`config.mk`:
```
export PLATFORM = sky130hd
export DESIGN_NAME = kd_dispatch_sched
export DESIGN_NICKNAME = d
export VERILOG_FILES = /design/src/rtl/kd_pkg.sv /design/src/rtl/kd_id_fifo.sv /design/src/rtl/kd_kernel_table.sv /design/src/rtl/kd_pass_ctrl.sv /design/src/rtl/kd_dispatch_sched.sv
export SDC_FILE = /design/constraint.sdc
export NUM_CORES = 1
export LEC_CHECK = 0
export BUFFER_PORTS_ARGS = -buffer_cell sky130_fd_sc_hd__buf_2
export CAP_MARGIN = 10
export CORE_MARGIN = 1.5
export CORE_UTILIZATION = 40
export CTS_BUF_LIST = sky130_fd_sc_hd__clkbuf_2
export DETAILED_ROUTE_END_ITERATION = 12
export SLEW_MARGIN = 40
export SYNTH_ARGS = -nofsm -noshare
export SYNTH_HDL_FRONTEND = slang
export SYNTH_SLANG_ARGS = --single-unit
```
`constraint.sdc`:
```
create_clock -name clk -period 6.35 [get_ports clk]
set_input_delay 0.635 -clock clk [delete_from_list [all_inputs] [get_ports clk]]
set_output_delay 0.635 -clock clk [all_outputs]
set_load 0.02 [all_outputs]
```
`src/rtl/kd_pkg.sv`:
```
package kd_pkg;
  typedef enum logic [1:0] {
    PS_IDLE  = 2'd0,
    PS_EXAM  = 2'd1,
    PS_PLACE = 2'd2
  } pass_state_e;
endpackage

```
`src/rtl/kd_id_fifo.sv`:
```
module kd_id_fifo #(
  parameter int DEPTH = 8,
  parameter int W     = 3
) (
  input  logic                       clk,
  input  logic                       rst,
  input  logic                       push,
  input  logic [W-1:0]               push_data,
  input  logic                       pop,
  output logic [W-1:0]               head,
  output logic [$clog2(DEPTH+1)-1:0] count,
  output logic                       full
);
  localparam int PTR_W = (DEPTH > 1) ? $clog2(DEPTH) : 1;
  localparam int CNT_W = $clog2(DEPTH + 1);

  logic [W-1:0]     mem [DEPTH];
  logic [PTR_W-1:0] rd_ptr, wr_ptr;

  function automatic logic [PTR_W-1:0] bump(input logic [PTR_W-1:0] p);
    return (p == PTR_W'(DEPTH - 1)) ? '0 : p + PTR_W'(1);
  endfunction

  // storage without reset so it can map onto RAM
  always_ff @(posedge clk) begin
    if (push) mem[wr_ptr] <= push_data;
  end

  always_ff @(posedge clk) begin
    if (rst) begin
      rd_ptr <= '0;
      wr_ptr <= '0;
      count  <= '0;
    end else begin
      if (push) wr_ptr <= bump(wr_ptr);
      if (pop)  rd_ptr <= bump(rd_ptr);
      if (push && !pop)      count <= count + CNT_W'(1);
      else if (pop && !push) count <= count - CNT_W'(1);
    end
  end

  assign head = mem[rd_ptr];
  assign full = (count == CNT_W'(DEPTH));
endmodule

```
`src/rtl/kd_kernel_table.sv`:
```
module kd_kernel_table #(
  parameter int NUM_KERN = 8,
  parameter int ID_W     = 3,
  parameter int WG_W     = 16,
  parameter int INV_W    = 8
) (
  input  logic            clk,
  input  logic            rst,
  input  logic            ld_en,
  input  logic [ID_W-1:0] ld_id,
  input  logic [WG_W-1:0] ld_total,
  input  logic            ld_acq,
  input  logic            mark_en,
  input  logic [ID_W-1:0] mark_id,
  input  logic            evt_en,
  input  logic [ID_W-1:0] evt_id,
  input  logic            evt_inc,
  input  logic            sent_en,
  input  logic [ID_W-1:0] sent_id,
  input  logic [ID_W-1:0] rd_id,
  output logic [WG_W-1:0] rd_total,
  output logic [WG_W-1:0] rd_sent,
  output logic            rd_acq,
  output logic            rd_started,
  output logic            rd_done,
  output logic            drain
);
  logic [NUM_KERN-1:0][WG_W-1:0]  total_v, sent_v;
  logic [NUM_KERN-1:0][INV_W-1:0] cnt_v;
  logic [NUM_KERN-1:0]            acq_v, started_v, done_v;

  for (genvar k = 0; k < NUM_KERN; k++) begin : g_entry
    logic [WG_W-1:0]  total_q, sent_q;
    logic [INV_W-1:0] cnt_q;
    logic             acq_q, started_q, done_q;
    logic             hit_ld, hit_mark, hit_evt, hit_sent;

    assign hit_ld   = ld_en   && (ld_id   == ID_W'(k));
    assign hit_mark = mark_en && (mark_id == ID_W'(k));
    assign hit_evt  = evt_en  && (evt_id  == ID_W'(k));
    assign hit_sent = sent_en && (sent_id == ID_W'(k));

    always_ff @(posedge clk) begin
      if (rst) begin
        total_q   <= '0;
        sent_q    <= '0;
        cnt_q     <= '0;
        acq_q     <= 1'b0;
        started_q <= 1'b0;
        done_q    <= 1'b0;
      end else if (hit_ld) begin
        total_q   <= ld_total;
        sent_q    <= '0;
        cnt_q     <= '0;
        acq_q     <= ld_acq;
        started_q <= 1'b0;
        done_q    <= !ld_acq;
      end else begin
        if (hit_mark) started_q <= 1'b1;
        if (hit_sent) sent_q <= sent_q + WG_W'(1);
        if (hit_evt) begin
          if (evt_inc) begin
            if (cnt_q != {INV_W{1'b1}}) cnt_q <= cnt_q + INV_W'(1);
          end else if (cnt_q != '0) begin
            cnt_q <= cnt_q - INV_W'(1);
            if (cnt_q == INV_W'(1)) done_q <= 1'b1;
          end
        end
      end
    end

    assign total_v[k]   = total_q;
    assign sent_v[k]    = sent_q;
    assign cnt_v[k]     = cnt_q;
    assign acq_v[k]     = acq_q;
    assign started_v[k] = started_q;
    assign done_v[k]    = done_q;
  end

  assign rd_total   = total_v[rd_id];
  assign rd_sent    = sent_v[rd_id];
  assign rd_acq     = acq_v[rd_id];
  assign rd_started = started_v[rd_id];
  assign rd_done    = done_v[rd_id];
  assign drain      = evt_en && !evt_inc && (cnt_v[evt_id] == INV_W'(1));
endmodule

```
`src/rtl/kd_pass_ctrl.sv`:
```
module kd_pass_ctrl
  import kd_pkg::*;
#(
  parameter int DEPTH  = 8,
  parameter int ID_W   = 3,
  parameter int WG_W   = 16,
  parameter int STAT_W = 16
) (
  input  logic                       clk,
  input  logic                       rst,
  input  logic                       launch_fire,
  input  logic                       drain,
  input  logic                       cu_free,
  input  logic [$clog2(DEPTH+1)-1:0] occ,
  input  logic [ID_W-1:0]            head_id,
  input  logic [WG_W-1:0]            head_total,
  input  logic [WG_W-1:0]            head_sent,
  input  logic                       head_acq,
  input  logic                       head_started,
  input  logic                       head_done,
  input  logic                       grant,
  input  logic                       deny,
  output logic                       idle,
  output logic                       rotate,
  output logic                       pop_done,
  output logic                       mark_en,
  output logic                       sent_en,
  output logic                       place_valid,
  output logic [ID_W-1:0]            place_kid,
  output logic                       inv_start_valid,
  output logic [ID_W-1:0]            inv_start_kid,
  output logic [STAT_W-1:0]          stat_launch_cnt,
  output logic [STAT_W-1:0]          stat_wait_cnt,
  output logic [STAT_W-1:0]          stat_start_cnt
);
  localparam int CNT_W = $clog2(DEPTH + 1);

  pass_state_e      state;
  logic [CNT_W-1:0] fail_cnt;
  logic             pending, launched_q;
  logic             examine, in_exam, in_place, last_wg;

  assign idle     = (state == PS_IDLE);
  assign in_exam  = (state == PS_EXAM);
  assign in_place = (state == PS_PLACE);
  assign examine  = in_exam && (occ > fail_cnt);
  assign last_wg  = (head_sent + WG_W'(1)) == head_total;

  assign mark_en  = examine && head_acq && !head_started;
  assign sent_en  = in_place && grant;
  assign pop_done = in_place && grant && last_wg;
  assign rotate   = (examine && !head_done) || (in_place && !grant && deny);

  always_ff @(posedge clk) begin
    if (rst) begin
      state           <= PS_IDLE;
      fail_cnt        <= '0;
      pending         <= 1'b0;
      launched_q      <= 1'b0;
      place_valid     <= 1'b0;
      place_kid       <= '0;
      inv_start_valid <= 1'b0;
      inv_start_kid   <= '0;
      stat_launch_cnt <= '0;
      stat_wait_cnt   <= '0;
      stat_start_cnt  <= '0;
    end else begin
      inv_start_valid <= mark_en;
      if (mark_en) inv_start_kid <= head_id;
      if (launch_fire) stat_launch_cnt <= stat_launch_cnt + STAT_W'(1);
      if (rotate) fail_cnt <= fail_cnt + CNT_W'(1);

      // trigger events collected while busy run one more pass later
      if (launch_fire || drain || cu_free) pending <= 1'b1;
      else if (idle && pending)            pending <= 1'b0;

      unique case (state)
        PS_IDLE: begin
          if (pending) begin
            fail_cnt <= '0;
            if (occ != '0) stat_wait_cnt <= stat_wait_cnt + STAT_W'(1);
            state <= PS_EXAM;
          end
        end
        PS_EXAM: begin
          if (!examine) begin
            state <= PS_IDLE;
          end else if (head_done) begin
            state       <= PS_PLACE;
            place_valid <= 1'b1;
            place_kid   <= head_id;
            launched_q  <= 1'b0;
          end
        end
        PS_PLACE: begin
          if (grant) begin
            if (!launched_q) stat_start_cnt <= stat_start_cnt + STAT_W'(1);
            launched_q <= 1'b1;
            if (last_wg) begin
              place_valid <= 1'b0;
              state       <= PS_EXAM;
            end
          end else if (deny) begin
            place_valid <= 1'b0;
            state       <= PS_EXAM;
          end
        end
        default: state <= PS_IDLE;
      endcase
    end
  end
endmodule

```
`src/rtl/kd_dispatch_sched.sv`:
```
module kd_dispatch_sched #(
  parameter int NUM_KERN = 8,
  parameter int ID_W     = $clog2(NUM_KERN),
  parameter int WG_W     = 16,
  parameter int INV_W    = 8,
  parameter int STAT_W   = 16
) (
  input  logic              clk,
  input  logic              rst,
  input  logic              launch_valid,
  output logic              launch_ready,
  input  logic [ID_W-1:0]   launch_kid,
  input  logic [WG_W-1:0]   launch_wg_total,
  input  logic              launch_acquire,
  output logic              inv_start_valid,
  output logic [ID_W-1:0]   inv_start_kid,
  input  logic              inv_evt_valid,
  input  logic [ID_W-1:0]   inv_evt_kid,
  input  logic              inv_evt_inc,
  input  logic              cu_free,
  output logic              place_valid,
  output logic [ID_W-1:0]   place_kid,
  input  logic              place_grant,
  input  logic              place_deny,
  output logic [STAT_W-1:0] stat_launch_cnt,
  output logic [STAT_W-1:0] stat_wait_cnt,
  output logic [STAT_W-1:0] stat_start_cnt
);
  localparam int CNT_W = $clog2(NUM_KERN + 1);

  logic             launch_fire, idle, rotate, pop_done, mark_en, sent_en, drain;
  logic             fifo_full, fifo_push, fifo_pop;
  logic [ID_W-1:0]  head_id, push_id;
  logic [CNT_W-1:0] fifo_count;
  logic [WG_W-1:0]  head_total, head_sent;
  logic             head_acq, head_started, head_done;

  assign launch_ready = idle && !fifo_full;
  assign launch_fire  = launch_valid && launch_ready;
  assign fifo_push    = launch_fire || rotate;
  assign fifo_pop     = rotate || pop_done;
  assign push_id      = rotate ? head_id : launch_kid;

  kd_id_fifo #(.DEPTH(NUM_KERN), .W(ID_W)) u_fifo (
    .clk(clk), .rst(rst), .push(fifo_push), .push_data(push_id), .pop(fifo_pop),
    .head(head_id), .count(fifo_count), .full(fifo_full)
  );

  kd_kernel_table #(.NUM_KERN(NUM_KERN), .ID_W(ID_W), .WG_W(WG_W), .INV_W(INV_W)) u_table (
    .clk(clk), .rst(rst),
    .ld_en(launch_fire), .ld_id(launch_kid), .ld_total(launch_wg_total), .ld_acq(launch_acquire),
    .mark_en(mark_en), .mark_id(head_id),
    .evt_en(inv_evt_valid), .evt_id(inv_evt_kid), .evt_inc(inv_evt_inc),
    .sent_en(sent_en), .sent_id(head_id),
    .rd_id(head_id), .rd_total(head_total), .rd_sent(head_sent), .rd_acq(head_acq),
    .rd_started(head_started), .rd_done(head_done), .drain(drain)
  );

  kd_pass_ctrl #(.DEPTH(NUM_KERN), .ID_W(ID_W), .WG_W(WG_W), .STAT_W(STAT_W)) u_ctrl (
    .clk(clk), .rst(rst), .launch_fire(launch_fire), .drain(drain), .cu_free(cu_free),
    .occ(fifo_count), .head_id(head_id), .head_total(head_total), .head_sent(head_sent),
    .head_acq(head_acq), .head_started(head_started), .head_done(head_done),
    .grant(place_grant), .deny(place_deny),
    .idle(idle), .rotate(rotate), .pop_done(pop_done), .mark_en(mark_en), .sent_en(sent_en),
    .place_valid(place_valid), .place_kid(place_kid),
    .inv_start_valid(inv_start_valid), .inv_start_kid(inv_start_kid),
    .stat_launch_cnt(stat_launch_cnt), .stat_wait_cnt(stat_wait_cnt),
    .stat_start_cnt(stat_start_cnt)
  );
endmodule

```
==> results of run 1 <==
cell families after synthesis:
family          count (synthesis)  share of synthesized area [%]
compound gates                418                           11.1
simple gates                 1141                           23.2
mux                           174                           8.35
buf+inv                       198                           4.34
fa+ha+maj                      61                           3.42
xor+xnor                      230                           8.97
flops                         445                           40.6
final cells by class:
class	count	area [um^2]	share of cell area (%)
well taps	748	936	3.77
repair buffers	148	993	4.00
inverters	46	173	0.696
flip-flops and latches	445	9150	36.9
clock inverters	41	214	0.863
diodes	5	12.5	0.0504
multi-input cells	2024	12500	50.4
clock buffers	165	826	3.33
synth_stat cells (24+ instances only):
cell type | count | area, um^2
inv_1 | 44 | 165
and3_1 | 35 | 219
or3_1 | 45 | 282
xnor2_1 | 79 | 692
mux2i_1 | 141 | 1410
nor3_1 | 41 | 205
ha_1 | 60 | 751
a21oi_1 | 228 | 1140
nand4_1 | 64 | 400
xor2_1 | 150 | 1310
nor2_1 | 324 | 1220
nand3_1 | 85 | 425
edfxtp_1 | 24 | 721
dfxtp_1 | 421 | 8430
o21ai_0 | 61 | 305
clkbuf_1 | 99 | 372
nand2_1 | 428 | 1610
through the flow:
| stage | std cells | cell area (um^2) | hold WS [ns] |
|---|---|---|---|
| finish | 3622 | 24800 | 0.161 |
| global placement | 3382 | 23400 | 0.437 |
| detailed placement | 3383 | 23500 | 0.445 |
| global route | 3622 | 24800 | 0.0536 |
| CTS | 3616 | 24800 | 0.00764 |
| floorplan | 2667 | 22500 | 0.428 |
routing by layer:
layer	wire, um	up-vias	global-route usage (%)
met3	3560	133	4.08
li1	-	9502	-
met1	29100	9315	29.5
met5	12	-	0
met2	30000	560	35.5
met4	1790	2	8.77
worst paths after layout:
path	slack [ns]	to	start
hold / removal	0.16	u_table.g_entry[4].cnt_q[1]	inv_evt_kid[1]
setup reg to reg	0.55	u_fifo.count[3]	flop
hold reg to reg	0.46	u_table.g_entry[0].total_q[12]	u_table.g_entry[0].total_q[12]
setup / recovery	0.55	u_fifo.count[3]	flop
state kept, by name (all words and copies together), names as in the netlist, named ones only:
signal	cells
u_fifo.rd_ptr	3
u_ctrl.place_valid	1
u_ctrl.inv_start_valid	1
u_fifo.mem	24
u_table.g_entry.started_q	8
u_ctrl.launched_q	1
u_fifo.wr_ptr	3
u_fifo.count	4
u_table.g_entry.cnt_q	64
u_table.g_entry.total_q	128
u_ctrl.stat_launch_cnt	16
u_table.g_entry.sent_q	128
u_ctrl.stat_wait_cnt	16
u_ctrl.pending	1
u_ctrl.fail_cnt	4
u_ctrl.state	2
u_table.g_entry.acq_q	8
u_table.g_entry.done_q	8
u_ctrl.place_kid	3
u_ctrl.inv_start_kid	3
u_ctrl.stat_start_cnt	16
power breakdown:
| part | total, mW | switching, mW | internal, mW |
|---|---|---|---|
| clock | 1.97 | 1.22 | 0.753 |
| sequential | 3.02 | 0.0874 | 2.93 |
| combinational | 2.88 | 1.78 | 1.10 |
worst register-to-register path, stage by stage, from the launching register on:
cell and delay (ns):
dfxtp_1 0.56, mux2i_1 0.13, mux4_4 0.96, buf_4 0.36, mux2i_1 0.13, a22oi_1 0.31, nand2_4 0.11, xnor2_2 0.19
a32o_1 0.22, a311o_1 0.40, a2111oi_4 0.38, and4b_1 0.45, nor2_1 0.08, ha_1 0.22, inv_1 0.11, ha_1 0.23
a21o_1 0.18, a21oi_1 0.18, xnor2_1 0.09, or3_1 0.30, a21oi_1 0.14
cell usage in the layout, fill, tap and decap left out, types with 45 or more instances in the layout:
| master | synthesis | final |
|---|---|---|
| a21oi_1 | 228 | 227 |
| buf_2 | 10 | 87 |
| clkbuf_2 | 5 | 165 |
| dfxtp_1 | 421 | 421 |
| ha_1 | 60 | 60 |
| mux2i_1 | 141 | 141 |
| nand2_1 | 428 | 427 |
| nand3_1 | 85 | 83 |
| nand4_1 | 64 | 64 |
| nor2_1 | 324 | 324 |
| o21ai_0 | 61 | 61 |
| or3_1 | 45 | 45 |
| xnor2_1 | 79 | 79 |
| xor2_1 | 150 | 150 |
repair_timing:
action	in CTS	in global routing
setup buffers	0	0
hold buffers	27	0
endpoints found under the hold margin	161	0
==> qor.txt, run 1 <==
Status: completed
Initial DRT Pass Iterations: 5
DRC: 0
LEAKAGE: 9.29 nW
Setup WS post-layout: 0.548 ns
Crit path time final: 5.80 ns
CTS HTree Levels: 3
CTS tree: built
Crit-path cells: mux2i_1, mux4_4, buf_4, mux2i_1, a22oi_1, nand2_4, xnor2_2, a32o_1, a311o_1, a2111oi_4, and4b_1, nor2_1, ha_1, inv_1, ha_1, a21o_1, a21oi_1, xnor2_1, or3_1, a21oi_1
Post-Syn Nets: 2759
MaxCap Viol Count: 0
WP buf/inv: 2
Ys flop type: dfxtp_1
Die area: 57800 um^2
Clock root buffer: clkbuf_2
Die Y: 240 um
Vias in the first global route: 18500
TNS Setup: 0 ns
Yosys warns: 0
Fill cells: 5524
Worst VDD drop: 0.193 mV
Post-synth EDFFs: 24
Total Power: 7.87 mW
Layout area overhead: 10.1%
Routed wire length: 64.5 mm
Layout cells sized above 1: 13.0%
PwrDens: 317 nW/um^2
Final RePlAce weighted congestion: 0.930
Sequential cell area fraction in the yosys report: 40.6%
DP Worst Slack: 0.608 ns
Clock transition at path regs: 0.11 ns
Relative slew margins: 44.0%
# clock sinks: 445
Crit-path max FO: 39
Data arrival, critical path: 6.92 ns
Initial antenna violation count: 4
Vias per cell: 5.39
PortBufs: 87
Routed len/inst: 17.8 um
Max Freq: 172 MHz
Avg Cell Area, Syn: 8.45 um^2
Core area: 55400 um^2
DP HPWL: 44.7 mm
Via count: 19500
Layout Nets: 2874
CP max stage delay: 0.96 ns
Critical Path Slowest Stage Cell: mux4_4
Crit path launch type: flop
Clock skew: 0.147 ns
Total track usage: 22.2%
HP Class: in -> reg
Synth Instances: 2667
Worst hold stages: 5
Width of the die: 240 um
GRT overflow: 0
Slew Limit Fails: 0
Final setup fails: 0
CTS max path bufs: 3
Ports: 88
DR iter-0 viols: 1427
Levels on crit path: 20
# resized after CTS: 0
TritonCTS buffer count: 117
Slew @ Worst Pin: 0.838 ns
Distinct cells, synth: 79
Worst path top cell family by delay: compound AO/OA/AOI/OAI gates
Final Hold Fails: 0
Largest net degree at the start of global routing: 82
Worst path required time: 7.46 ns
Initial Utilization: 40.7%
Mapped Area: 22500 um^2
Finished Core Util: 44.8%
CP Capture Type: flop
Clk_lat worst skew: 1.19 ns
Antenna viol nets, final: 0
Reg2reg path depth: 20
FF+latch count, synth: 445
First-pass GRT wire length: 101 mm
Cell row count: 86
Unrepaired setup endpoints after global routing: false
Tcrit/Tclk final: 91.4%
Async S/R FF share, synth: 0%
Critical path type: reg -> reg
No activity file was read; power rests on OpenSTA's default activity.
==> inputs of run 2 (changes only) <==
--- a/config.mk
+++ b/config.mk
@@ -11,6 +11,7 @@
 export CORE_UTILIZATION = 40
 export CTS_BUF_LIST = sky130_fd_sc_hd__clkbuf_2
 export DETAILED_ROUTE_END_ITERATION = 12
+export PLACE_DENSITY = 0.62
 export SLEW_MARGIN = 40
 export SYNTH_ARGS = -nofsm -noshare
 export SYNTH_HDL_FRONTEND = slang
==> run 2 against run 1 <==
Effect of this change:
- worst hold slack lost 0.032 ns
- clock power is essentially flat
- die area is the same
- global-route usage shrank 0.079 points
- combinational power is essentially flat
- fmax grew 1.1%
- sequential share of layout area grew 0.15 points
- critical endpoint unchanged
==> qor.txt, run 2 (synthesized netlist as in run 1, its figures left out) <==
Status: completed (unchanged)
Worst hold stages: 4 (was 5)
Width of the die: 240 um (unchanged)
Final Cell Area: 24700 um^2 (was 24800 um^2)
Post-CTS setup buffer count: 0 (unchanged)
Fill cells: 5510 (was 5524)
Unrepaired setup endpoints after global routing: false (unchanged)
Final RePlAce weighted congestion: 0.930 (unchanged)
R2R setup slack: 0.61 ns (was 0.55 ns)
Clk_lat worst skew: 1.18 ns (was 1.19 ns)
Most frequent cells in the layout: nand2_1, dfxtp_1, nor2_1 (unchanged)
Crit-path max FO: 36 (was 39)
Crit path time final: 5.74 ns (was 5.80 ns)
Reg2reg path depth: 21 (was 20)
Slew Limit Fails: 0 (unchanged)
Initial DRT Pass Iterations: 5 (unchanged)
Layout Nets: 2862 (was 2874)
PortBufs: 87 (unchanged)
GRT overflow: 0 (unchanged)
TritonCTS buffer count: 117 (unchanged)
First-pass GRT wire length: 101 mm (about the same)
Initial antenna violation count: 4 (unchanged)
Clock root buffer: clkbuf_2 (unchanged)
Vias per cell: 5.37 (was 5.39)
Die Y: 240 um (unchanged)
Slew @ Worst Pin: 0.853 ns (was 0.838 ns)
R2r endpoint: u_fifo.count[3] (unchanged)
# clock sinks: 445 (unchanged)
Cell row count: 86 (unchanged)
Worst Hold Launch: inv_evt_valid (was inv_evt_kid[1])
Routed len/inst: 17.7 um (was 17.8 um)
Vias in the first global route: 18800 (was 18500)
Relative slew margins: 42.6% (was 44.0%)
Critical path type: reg -> reg (unchanged)
Via count: 19400 (was 19500)
Cell Area, Placed: 23400 um^2 (was 23500 um^2)
HP Class: in -> reg (unchanged)
Max Freq: 174 MHz (was 172 MHz)
Final setup fails: 0 (unchanged)
Crit path launch type: flop (unchanged)
DP HPWL: 44.1 mm (was 44.7 mm)
DR iter-0 viols: 1341 (was 1427)
Worst VDD drop: 0.270 mV (was 0.193 mV)
Tcrit/Tclk final: 90.4% (was 91.4%)
MaxCap Viol Count: 0 (unchanged)
Total track usage: 22.1% (was 22.2%)
Layout area overhead: 9.61% (was 10.1%)
CTS HTree Levels: 3 (unchanged)
Biggest regs: u_table.g_entry.sent_q x128, u_table.g_entry.total_q x128, u_table.g_entry.cnt_q x64 (unchanged)
Clock skew: 0.116 ns (was 0.147 ns)
Largest net degree at the start of global routing: 85 (was 82)
Die area: 57800 um^2 (unchanged)
Ports: 88 (unchanged)
Antenna viol nets, final: 0 (unchanged)
CTS tree: built (unchanged)
DRC: 0 (unchanged)
Initial Utilization: 40.7% (unchanged)
Hold Path End: u_table.g_entry[0].done_q (was u_table.g_entry[4].cnt_q[1])
Worst path required time: 7.44 ns (was 7.46 ns)
Core area: 55400 um^2 (unchanged)
LEAKAGE: 9.26 nW (was 9.29 nW)
Clock transition at path regs: 0.11 ns (about the same)
CTS max path bufs: 3 (unchanged)
CP Capture Type: flop (unchanged)
Most common cell after layout, fill and taps aside: nand2_1 (unchanged)
Layout cells sized above 1: 13.2% (was 13.0%)
Final Hold Fails: 0 (unchanged)
Data arrival, critical path: 6.83 ns (was 6.92 ns)
TNS Setup: 0 ns (unchanged)
Routed wire length: 63.9 mm (was 64.5 mm)
PwrDens: 318 nW/um^2 (was 317 nW/um^2)
run 2: layout make-up:
| cell class | instances | area (um^2) | share of cell area [%] |
|---|---|---|---|
| multi-input combinational | 2024 | 12500 | 50.6 |
| sequential | 445 | 9150 | 37.0 |
| tap | 748 | 936 | 3.79 |
| timing repair buffer | 136 | 902 | 3.65 |
| clock buffer | 178 | 891 | 3.61 |
| inverter | 46 | 173 | 0.699 |
| clock inverter | 31 | 134 | 0.542 |
| antenna | 6 | 15.0 | 0.0608 |
run 2: repair_timing:
item	in CTS	in global routing
endpoints found under the setup margin	0	0
endpoints found under the hold margin	164	0
resized for setup	0	0
hold buffers	24	0
run 2: how the worst max path moves through the flow:
| stage | start | end | slack [ns] | depth (start not counted) |
|---|---|---|---|---|
| finish | flop | u_fifo.count[3] | 0.61 | 21 |
| global route | flop | u_fifo.count[3] | 0.15 | 21 |
| CTS | flop | u_fifo.count[3] | 0.48 | 21 |
| detailed placement | flop | u_fifo.count[3] | 0.49 | 21 |
| global placement | flop | u_fifo.count[3] | 0.64 | 20 |
| floorplan | flop | u_fifo.count[3] | 1.67 | 24 |
run 2: metrics by stage:
step | hold slack (ns) | std cells | util [%] | power (mW) | setup slack, ns
2_1_floorplan | 0.428 | 2667 | - | 5.35 | 1.67
3_3_place_gp | 0.439 | 3374 | 42.2 | 5.87 | 0.636
3_5_place_dp | 0.446 | 3375 | 42.2 | 5.92 | 0.490
4_1_cts | 0.00198 | 3608 | 44.5 | 7.91 | 0.477
5_1_grt | 0.0412 | 3613 | 44.6 | 8.33 | 0.147
6_report | 0.129 | 3614 | 44.6 | 7.85 | 0.611
run 2: worst max-delay path, cell delays in order (launching register included):
cell	delay, ns
dfxtp_1	0.53
mux2i_1	0.23
mux4_4	0.35
buf_4	0.47
buf_4	0.47
mux2_2	0.23
o22ai_1	0.07
a221oi_1	0.38
xor2_1	0.24
nor4b_1	0.26
nor3_1	0.10
nor4_2	0.40
and4b_1	0.35
nor2_1	0.08
ha_1	0.22
inv_1	0.12
ha_1	0.24
a21o_1	0.17
a21oi_1	0.16
xnor2_1	0.10
or3_1	0.31
a21oi_1	0.14
run 2: metal layers:
layer	wire length, um	GRT usage [%]	vias to the layer above
met2	30000	35.9	517
li1	-	-	9460
met4	2110	9.21	2
met5	10	0	-
met3	3460	4.55	135
met1	28300	28.4	9293
run 2: power breakdown:
group          internal, mW  total [mW]  switching [mW]
clock                 0.746        1.96            1.21
combinational          1.07        2.88            1.81
sequential             2.93        3.02          0.0886
==> inputs of run 3 (changes only) <==
--- a/config.mk
+++ b/config.mk
@@ -11,7 +11,8 @@
 export CORE_UTILIZATION = 40
 export CTS_BUF_LIST = sky130_fd_sc_hd__clkbuf_2
 export DETAILED_ROUTE_END_ITERATION = 12
-export PLACE_DENSITY = 0.62
+export HOLD_SLACK_MARGIN = 0.06
+export PLACE_DENSITY = 0.57
 export SLEW_MARGIN = 40
 export SYNTH_ARGS = -nofsm -noshare
 export SYNTH_HDL_FRONTEND = slang
==> constraint.sdc (replaced) <==
create_clock -name clk -period 7.4 [get_ports clk]
set_input_delay 0.74 -clock clk [delete_from_list [all_inputs] [get_ports clk]]
set_output_delay 0.74 -clock clk [all_outputs]
set_load 0.02 [all_outputs]
==> run 3 against run 2 <==
Effect of this change:
- total power is 14% lower
- die area stayed put
- worst hold slack better by 0.11 ns
- non-clock buffer count is 8 higher
- critical endpoint unchanged
==> qor.txt, run 3 (synthesized netlist as in run 1, its figures left out) <==
Most frequent cells in the layout: nand2_1, dfxtp_1, nor2_1 (unchanged)
Total Power: 6.78 mW (was 7.85 mW)
Vias in the first global route: 18800 (about the same)
TNS Setup: 0 ns (unchanged)
DRC: 0 (unchanged)
Critical Path Slowest Stage Cell: mux4_4 (was dfxtp_1)
Tcrit/Tclk final: 81.7% (was 90.4%)
CP max stage delay: 0.92 ns (was 0.53 ns)
Crit path launch type: flop (unchanged)
GRT overflow: 0 (unchanged)
Clock root buffer: clkbuf_2 (unchanged)
Setup WS post-layout: 1.35 ns (was 0.611 ns)
DP Worst Slack: 1.21 ns (was 0.490 ns)
LEAKAGE: 9.29 nW (was 9.26 nW)
CTS tree: built (unchanged)
Initial Utilization: 40.7% (unchanged)
Clock skew: 0.166 ns (was 0.116 ns)
# clock sinks: 445 (unchanged)
Cell mode on critical path: ha_1
Slew Limit Fails: 0 (unchanged)
Worst VDD drop: 0.166 mV (was 0.270 mV)
Clk_lat worst skew: 1.25 ns (was 1.18 ns)
PwrDens: 274 nW/um^2 (was 318 nW/um^2)
Critical Path Sink: u_fifo.count[3] (unchanged)
Ports: 88 (unchanged)
Worst path top cell family by delay: simple AND/OR/NAND/NOR gates (unchanged)
Final Hold Fails: 0 (unchanged)
Layout cells sized above 1: 13.5% (was 13.2%)
Core area: 55400 um^2 (unchanged)
Levels on crit path: 22 (was 21)
DR iter-0 viols: 1298 (was 1341)
Vias per cell: 5.36 (was 5.37)
Final setup fails: 0 (unchanged)
TritonCTS buffer count: 116 (was 117)
Crit-path max FO: 37 (was 36)
Antenna viol nets, final: 0 (unchanged)
First-pass GRT wire length: 102 mm (was 101 mm)
Die area: 57800 um^2 (unchanged)
R2R setup slack: 1.35 ns (was 0.61 ns)
Unrepaired setup endpoints after global routing: false (unchanged)
R2r endpoint: u_fifo.count[3] (unchanged)
Routed len/inst: 17.7 um (about the same)
PortBufs: 87 (unchanged)
Worst path required time: 8.56 ns (was 7.44 ns)
Layout Nets: 2869 (was 2862)
CP Capture Type: flop (unchanged)
Final Cell Area: 24800 um^2 (was 24700 um^2)
Most common cell after layout, fill and taps aside: nand2_1 (unchanged)
Relative slew margins: 45.4% (was 42.6%)
Initial antenna violation count: 3 (was 4)
Max Freq: 165 MHz (was 174 MHz)
Data arrival, critical path: 7.21 ns (was 6.83 ns)
MaxCap Viol Count: 0 (unchanged)
Biggest regs: u_table.g_entry.sent_q x128, u_table.g_entry.total_q x128, u_table.g_entry.cnt_q x64 (unchanged)
Crit-path cells: mux2i_1, mux4_4, buf_12, mux2i_1, a22oi_1, nand2_1, inv_1, ha_1, xnor2_1, nor4b_1, nor3_1, nor4_2, and4b_1, nor2_1, ha_1, inv_1, ha_1, a21o_1, a21oi_1, xnor2_1, or3_1, a21oi_1 (was mux2i_1, mux4_4, buf_4, buf_4, mux2_2, o22ai_1, a221oi_1, xor2_1, nor4b_1, nor3_1, nor4_2, and4b_1, nor2_1, ha_1, inv_1, ha_1, a21o_1, a21oi_1, xnor2_1, or3_1, a21oi_1)
Routed wire length: 63.8 mm (was 63.9 mm)
Initial DRT Pass Iterations: 5 (unchanged)
Die Y: 240 um (unchanged)
WP buf/inv: 3 (unchanged)
CTS max path bufs: 3 (unchanged)
Finished Core Util: 44.7% (was 44.6%)
Clock transition at path regs: 0.12 ns (was 0.11 ns)
CTS HTree Levels: 3 (unchanged)
Crit path time final: 6.05 ns (was 5.74 ns)
Cell row count: 86 (unchanged)
Total track usage: 22.3% (was 22.1%)
Reg2reg path depth: 22 (was 21)
Final RePlAce weighted congestion: 0.896 (was 0.930)
Largest net degree at the start of global routing: 82 (was 85)
Layout area overhead: 9.84% (was 9.61%)
DP HPWL: 44.0 mm (was 44.1 mm)
Cell Area, Placed: 23400 um^2 (about the same)
Width of the die: 240 um (unchanged)
Status: completed (unchanged)
Slew @ Worst Pin: 0.812 ns (was 0.853 ns)
HP Class: in -> reg (unchanged)
Critical path type: reg -> reg (unchanged)
Via count: 19300 (was 19400)
## run 3: worst min path at each step
stage | start | end | cells after the start
finish | inv_evt_kid[2] | u_table.g_entry[0].done_q | 4
global route | inv_evt_kid[2] | u_table.g_entry[0].done_q | 4
CTS | inv_evt_kid[2] | u_table.g_entry[0].done_q | 4
detailed placement | u_table.g_entry[3].total_q[15] | u_table.g_entry[3].total_q[15] | 2
global placement | u_table.g_entry[0].total_q[9] | u_table.g_entry[0].total_q[9] | 2
floorplan | u_table.g_entry[3].started_q | u_table.g_entry[3].started_q | 2
## run 3: what timing repair did
item	4_1_cts	5_1_grt
hold buffers	28	0
endpoints found under the hold margin	204	0
setup buffers	0	0
gates resized for setup	0	0
## run 3: cell type report
| class | instances | area (um^2) |
|---|---|---|
| fillers | 5552 | 30700 |
| inverters | 46 | 173 |
| clock inverters | 20 | 123 |
| well taps | 748 | 936 |
| clock buffers | 181 | 906 |
| multi-input cells | 2024 | 12500 |
| diodes | 2 | 5.00 |
| flip-flops and latches | 445 | 9150 |
| repair buffers | 144 | 963 |
## run 3: worst register-to-register path: cells and delay by family (launching register included)
| kind | cells | cell delay, ns |
|---|---|---|
| flip-flops | 1 | 0.56 |
| AO/OA/AOI/OAI | 4 | 0.70 |
| buffers and inverters | 3 | 0.56 |
| multiplexers | 3 | 1.24 |
| AND/OR/NAND/NOR | 7 | 1.76 |
| XOR/XNOR | 2 | 0.29 |
| adder cells (fa/ha/maj) | 3 | 0.85 |
## run 3: through the flow
step                cells  hold slack, ns
detailed placement   3379           0.446
global placement     3376           0.438
global route         3610           0.166
floorplan            2667           0.428
CTS                  3608          0.0854
finish               3610           0.236
## run 3: per-layer routing
layer	vias to the layer above	track usage, %	part of all wire [%]
met2	487	36.5	47
met3	108	3.90	5.4
met1	9281	29.7	46
li1	9460	-	-
met5	-	0	0.019
met4	2	7.41	2.1
## run 3: power breakdown
part	switching [mW]	total [mW]	internal, mW	leakage (nW)
clock	1.06	1.72	0.657	0.810
combinational	1.56	2.47	0.910	4.87
sequential	0.0744	2.59	2.52	3.62
total	2.70	6.78	4.08	9.29
